<file path="src/rtl/burst_pkg.sv">
package burst_pkg;

  // Strobes passed from the control decode to the datapath.
  typedef struct packed {
    logic load;   // capture a new base, restart at beat 0
    logic step;   // move to the next beat
  } burstCtrl_t;

  // Low-bit offset for beat n under the selected order.
  function automatic logic [1:0] beatOffset2(input logic [1:0] start,
                                             input logic [1:0] beat,
                                             input logic       xorOrder);
    beatOffset2 = xorOrder ? (start ^ beat) : (start + beat);
  endfunction

endpackage

</file>
<file path="src/rtl/burst_ctrl.sv">
module burst_ctrl
  import burst_pkg::*;
(
  input  logic       strobeAN,
  input  logic       strobeBN,
  input  logic       advanceN,
  output burstCtrl_t ctrl
);

  logic anyStrobe;

  always_comb begin
    anyStrobe = ~strobeAN | ~strobeBN;
    ctrl.load = anyStrobe;
    // A load masks an advance in the same cycle.
    ctrl.step = ~anyStrobe & ~advanceN;
  end

endmodule

</file>
<file path="src/rtl/burst_datapath.sv">
module burst_datapath
  import burst_pkg::*;
#(
  parameter int ADDR_W = 18,
  parameter int BEAT_W = 2
) (
  input  logic              clk,
  input  logic              rstN,
  input  burstCtrl_t        ctrl,
  input  logic              interleave,
  input  logic [ADDR_W-1:0] baseAddr,
  output logic [ADDR_W-1:0] curAddr,
  output logic              lastBeat
);

  localparam int UPPER_W = ADDR_W - BEAT_W;
  localparam logic [BEAT_W-1:0] LAST_IDX = {BEAT_W{1'b1}};

  logic [UPPER_W-1:0] upperQ;
  logic [BEAT_W-1:0]  startQ;
  logic [BEAT_W-1:0]  beatQ;
  logic [BEAT_W-1:0]  lowBits;

  always_ff @(posedge clk or negedge rstN) begin
    if (!rstN) begin
      upperQ <= '0;
      startQ <= '0;
      beatQ  <= '0;
    end else if (ctrl.load) begin
      upperQ <= baseAddr[ADDR_W-1:BEAT_W];
      startQ <= baseAddr[BEAT_W-1:0];
      beatQ  <= '0;
    end else if (ctrl.step) begin
      beatQ  <= beatQ + 1'b1;
    end
  end

  generate
    if (BEAT_W == 2) begin : g_two
      always_comb lowBits = beatOffset2(startQ, beatQ, interleave);
    end else begin : g_wide
      always_comb lowBits = interleave ? (startQ ^ beatQ) : (startQ + beatQ);
    end
  endgenerate

  always_comb begin
    curAddr  = {upperQ, lowBits};
    lastBeat = (beatQ == LAST_IDX);
  end

endmodule

</file>
<file path="src/rtl/burst_addr_gen.sv">
module burst_addr_gen
  import burst_pkg::*;
#(
  parameter int ADDR_W = 18,
  parameter int BEAT_W = 2
) (
  input  logic              clk,
  input  logic              rstN,
  input  logic              strobeAN,
  input  logic              strobeBN,
  input  logic              advanceN,
  input  logic              interleave,
  input  logic [ADDR_W-1:0] baseAddr,
  output logic [ADDR_W-1:0] curAddr,
  output logic              lastBeat
);

  burstCtrl_t ctrl;

  burst_ctrl i_ctrl (
    .strobeAN (strobeAN),
    .strobeBN (strobeBN),
    .advanceN (advanceN),
    .ctrl     (ctrl)
  );

  burst_datapath #(.ADDR_W(ADDR_W), .BEAT_W(BEAT_W)) i_dp (
    .clk        (clk),
    .rstN       (rstN),
    .ctrl       (ctrl),
    .interleave (interleave),
    .baseAddr   (baseAddr),
    .curAddr    (curAddr),
    .lastBeat   (lastBeat)
  );

endmodule

</file>
<file path="config.mk">
export PLATFORM = sky130hd
export DESIGN_NAME = burst_addr_gen
export DESIGN_NICKNAME = d
export VERILOG_FILES = /design/src/rtl/burst_pkg.sv /design/src/rtl/burst_ctrl.sv /design/src/rtl/burst_datapath.sv /design/src/rtl/burst_addr_gen.sv
export SDC_FILE = /design/constraint.sdc
export NUM_CORES = 1
export LEC_CHECK = 0
export BUFFER_PORTS_ARGS = -buffer_cell sky130_fd_sc_hd__buf_2
export CAP_MARGIN = 20
export CORE_MARGIN = 2
export CORE_UTILIZATION = 44
export CTS_CLUSTER_SIZE = 16
export DETAILED_ROUTE_END_ITERATION = 16
export PLACE_DENSITY_LB_ADDON = 0.25
export SLEW_MARGIN = 20
export SYNTH_ARGS = -nofsm -noshare
export SYNTH_HDL_FRONTEND = slang
export SYNTH_SLANG_ARGS = --single-unit
</file>
<file path="constraint.sdc">
create_clock -name clk -period 1.35 [get_ports clk]
set_input_delay 0.0675 -clock clk [delete_from_list [all_inputs] [get_ports clk]]
set_output_delay 0.0675 -clock clk [all_outputs]
set_load 0.01 [all_outputs]
</file>
== Word level (Yosys, flattened, before mapping) ==
Index checks and enable logic that the tools add are counted.

* Word-level logic and storage cells: 17
* Input bits: 24
* Output and inout port bits: 19
* Flip-flop bits (word level): 20

* Reductions and logical operators: 1
* Muxes and demuxes: 3
* $add $sub $neg: 2
* Bitwise logic cells: 7
* Equal/unequal tests: 1

{| class="wikitable"
|+ Operator list
! operator !! count
|-
| 2-bit two-way mux || 3
|-
| 1-bit inverter || 4
|-
| 2-bit by 1-bit adder with 2-bit output (second input constant) || 1
|-
| 2-bit adder || 1
|-
| 2-bit equality test (second input constant) || 1
|-
| 2-bit nonzero test || 1
|-
| 2-bit bitwise XOR || 1
|-
| 1-bit bitwise AND || 1
|-
| 1-bit OR || 1
|}

== Logic depth before layout (Yosys ltp) ==
* Word-level depth: 6
* Depth in mapped cells: 3
* Depth with buffers taken out: 3

== Cells and area by module ==
From an unflattened synthesis, not the netlist that was laid out.

* Cell total of the unflattened synthesis: 52
* Area total of the unflattened synthesis: 888.4 um2

{| class="wikitable"
|+ By module, submodules not included
! module !! cells each !! area each (um2) !! seq. area each (um2) !! times used
|-
| burst_datapath || 49 || 868.3 || 500.5 || 1
|-
| burst_ctrl || 3 || 20.0 || 0.0 || 1
|}

== Worst setup path after synthesis ==
No wires, ideal clock.

* Path type: reg-to-output
* Start point: register i_dp.beatQ[0]
* End point: output port curAddr[1]
* Required time: 1.283 ns
* Arrival time: 0.928 ns
* Cell stages (with the launch flop): 4
* Slack: 0.354 ns
* Path buffers: 0
* Path through: dfrtp_1 > ha_1 > nor2b_1 > xnor2_1

* Longest elaborated chain between the ends: 2

{| class="wikitable"
|+ RTL lines
! element !! RTL line !! text
|-
| start: declaration || burst_datapath.sv:21 || <nowiki>logic [BEAT_W-1:0] beatQ;</nowiki>
|-
| start signal: assignment || burst_datapath.sv:34 || <nowiki>beatQ <= beatQ + 1'b1;</nowiki>
|-
| 2-bit adder || burst_pkg.sv:13 || <nowiki>beatOffset2 = xorOrder ? (start ^ beat) : (start + beat);</nowiki>
|-
| 2-bit two-way mux || burst_pkg.sv:13 ||
|-
| end: declaration || burst_addr_gen.sv:14 || <nowiki>output logic [ADDR_W-1:0] curAddr,</nowiki>
|}

No other way between the ends.

== Final worst setup path ==
* Start point: register i_dp.startQ[0]
* End point: output port curAddr[1]

* Longest elaborated chain between the ends: 2

{| class="wikitable"
|+ RTL lines
! element !! RTL line !! text
|-
| start: declaration || burst_datapath.sv:20 || <nowiki>logic [BEAT_W-1:0] startQ;</nowiki>
|-
| start signal: assignment || burst_datapath.sv:31 || <nowiki>startQ <= baseAddr[BEAT_W-1:0];</nowiki>
|-
| 2-bit adder || burst_pkg.sv:13 ||
|-
| 2-bit two-way mux || burst_pkg.sv:13 ||
|}

No other way between the ends.

==> summary.md <==
The number of global-route vias before repair came out at 580. Counting I/O delays and the setup requirement, the final critical path takes 1320 ps. The starting density of the core is 45.5%, and the share of post-route cells with drive strength above 1 is 65.4%.

The post-synthesis cell type with the largest combined area was sky130_fd_sc_hd__dfrtp_1. The layout has 157 filler cells. The number of instances in the synthesized netlist is 50, and the count of routing violations after the opening detailed-route iteration is 1. In the synthesized netlist, the cells that appear most often are sky130_fd_sc_hd__dfrtp_1, sky130_fd_sc_hd__mux2_4. Of the post-synthesis cell area, the dominant cell type holds 57.2%.

The final count of pins violating max slew is 0, and the clock-pin slew on the worst setup and hold paths is 110 ps. Headroom to the max-slew limit came out at 71.6%. In this run the deepest clock path goes through 2 buffers. The number of placed instances, taps included, is 118.

Fraction of the cycle the final worst path needs: 97.9%. The clock reaches the later pin of the worst-skew pair after 290 ps. STA classifies the critical path endpoint as an output pin.

The flip-flop and latch count after synthesis came out at 20. The cell sitting at the root of the clock tree is a sky130_fd_sc_hd__clkbuf_4. Max-cap violations in this run came to 0. Yosys printed 0 warnings. The overall overflow remaining after global route was 0. Dividing the detail-routed via count by the number of cells gives 4.37.

The number of different library cells in the post-synthesis netlist is 10, and the number of input and output port buffers inserted is 42. The synthesized area per cell works out to 17.5 µm². For the total routing usage reported by global routing, the log shows 14.9%. Setup violations remaining at the end of the flow were counted as 0. For the cell row count, the log shows 16. The half-perimeter wire length after placement was 1120 µm; the weighted congestion reported at the end of routability-driven placement was 0.616. The finished layout holds 134 standard cells, fillers aside.

The critical path goes through ha_2 > nor2b_4 > xnor2_1 > buf_2. By area the synthesized netlist is led by sky130_fd_sc_hd__dfrtp_1, sky130_fd_sc_hd__mux2_4, sky130_fd_sc_hd__ha_1. The run gives 0 as the number of nets with antenna violations after routing.

The sort of element at the start of the critical path was a register. The number of design rule violations left after detail routing is 0, and the share of synthesized area occupied by flip-flops and latches is 57.2%. The number of antenna diodes in the final layout is 0.

In the final design database the tool counted 134 nets. The critical path is of the reg -> out type. From synthesis to final layout, the design area changed by 46.1%. The average wire per cell in the routed design was 12.2 µm; the x dimension of the die was 48.6 µm. The path class of the tightest hold or removal check is in -> reg. Setup repair after global routing could not meet its margin everywhere. TritonCTS built the clock tree. Based on the critical path, the design can be clocked at up to 0.757 GHz. The logs give 2 for the number of iterations in the first detailed-routing pass and 0.688 nW for the leakage power. The floorplan step defined a core boundary enclosing 1920 µm².

Among all cell types in the netlist, the one instantiated most often is sky130_fd_sc_hd__dfrtp_1. The number of antenna violations at the first check in global routing is 0, and the peak fanout along the critical path is 2. The die covers 2360 µm². The number of nets in the synthesized netlist is 76. The power density normalized to cell area works out to 997 nW/µm². The cell depth of the worst hold path was 2; the cell area after layout was 1280 µm². At the worst endpoint, the arrival time is 1250 ps. For the area after detailed placement, the log shows 1120 µm². TritonCTS created 3 clock buffers. The total standard cell area after synthesis came out at 875 µm². The die height was 48.6 µm; the largest clock skew in the final design was 0.155 ps. The first global-routing pass estimated 2680 µm of wire. Number of enable flip-flop cells after synthesis: 0. The worst stage delay on the critical path is 400 ps.

Among all stages on the critical path, the largest delay is contributed by sky130_fd_sc_hd__dfrtp_1. Count of clock tree sinks: 20. Counting cells, the worst reg-to-reg path comes to 4. The slew at the pin closest to its max-slew limit works out to 426 ps. The final wirelength was 1640 µm; the fraction of registers with async set or reset after synthesis was 100%. For the peak supply drop, the log shows 0.619 mV. Main flop type after synthesis: sky130_fd_sc_hd__dfrtp_1. Entering global routing, the biggest net connects 21 pins. The flow ran to the end, and the final reports show no timing, DRC or antenna violations. The final count of hold timing violations is 0, and the via count is 586. At the worst endpoint, the required time is 1280 ps.

For the number of levels the H-tree was split into, the log shows 1. For the I/O pin total, the log shows 43.
-- cells in the final DEF, fill, tap and decap left out, types with 2 or more instances in the layout --
cell type,instances
sky130_fd_sc_hd__buf_2,42
sky130_fd_sc_hd__dfrtp_1,20
sky130_fd_sc_hd__mux2_4,18
sky130_fd_sc_hd__dlygate4sd3_1,10
sky130_fd_sc_hd__clkbuf_4,3
sky130_fd_sc_hd__xnor2_1,2
sky130_fd_sc_hd__nor2_1,2
sky130_fd_sc_hd__buf_4,2
-- state kept, by name (all words and copies together) (netlist names) --
register and cells:
i_dp.startQ 2, i_dp.beatQ 2, i_dp.upperQ 16
-- report_power, final --
group,leakage [nW],switching (mW),internal (mW)
registers,0.237,0.0259,0.646
clock network,0.0210,0.170,0.164
logic,0.430,0.104,0.164
total,0.688,0.299,0.975
-- worst max-delay path: cells and delay by family, from the launching register on --
family	cells	cell delay [ps]
flops	1	400
fa+ha+maj	1	190
buf+inv	1	140
simple gates	1	120
xor+xnor	1	120
-- path summary, 6_finish.rpt --
path,start,to,slack [ps]
setup / recovery,i_dp.startQ[0],curAddr[1],30
max in group asynchronous,rstN,i_dp.upperQ[5],810
hold reg to reg,i_dp.upperQ[2],i_dp.upperQ[2],520
hold / removal,baseAddr[9],i_dp.upperQ[7],9
setup reg to reg,i_dp.beatQ[0],i_dp.beatQ[1],230
min in group asynchronous,rstN,i_dp.startQ[1],240
-- area by class of cell --
class                      count  area (µm²)  area share [%]
tap                           27        33.8            2.64
multi-input combinational     28         362            28.3
timing repair buffer          55         345            27.0
sequential                    20         500            39.2
clock buffer                   4        36.3            2.84
-- per-stage QoR --
step | power, mW | setup slack (ps) | util (%) | setup TNS [ps] | hold WS, ps
after floorplan | 0.818 | 354 | - | 0 | -228
after global placement | 0.915 | 310 | 58.1 | 0 | 28.0
after detailed placement | 0.923 | 293 | 58.1 | 0 | 26.4
after CTS | 1.27 | 19.6 | 63.6 | 0 | 2.26
after global routing | 1.34 | -28.9 | 66.5 | -28.9 | 0.275
final | 1.27 | 28.4 | 66.5 | 0 | 8.76
-- per-layer routing --
layer	vias up	part of all wire, %	routed length (µm)	track usage, %
met2	27	48	792	25.2
met3	0	6.9	112	4.32
met1	273	45	730	18.5
li1	286	-	-	-
met5	-	0	0	0
met4	0	0	0	4.29
-- repair_timing --
item	CTS	global route
setup endpoints to repair	1	1
resized for setup	1	2
setup buffers	1	1
gates cloned	0	0
endpoints found under the hold margin	25	4
hold buffers	6	4
pin swaps	0	2
-- cells by family (layout without fill, tap and decap cells) --
kind of cell	after synthesis	after routing	synth area share (%)
simple gates	4	4	2.29
xor+xnor	3	3	3.00
flops	20	20	57.2
fa+ha+maj	2	2	2.86
mux	19	19	32.0
buf+inv	2	59	2.57
Note: power is estimated with default switching activity, not from simulation.
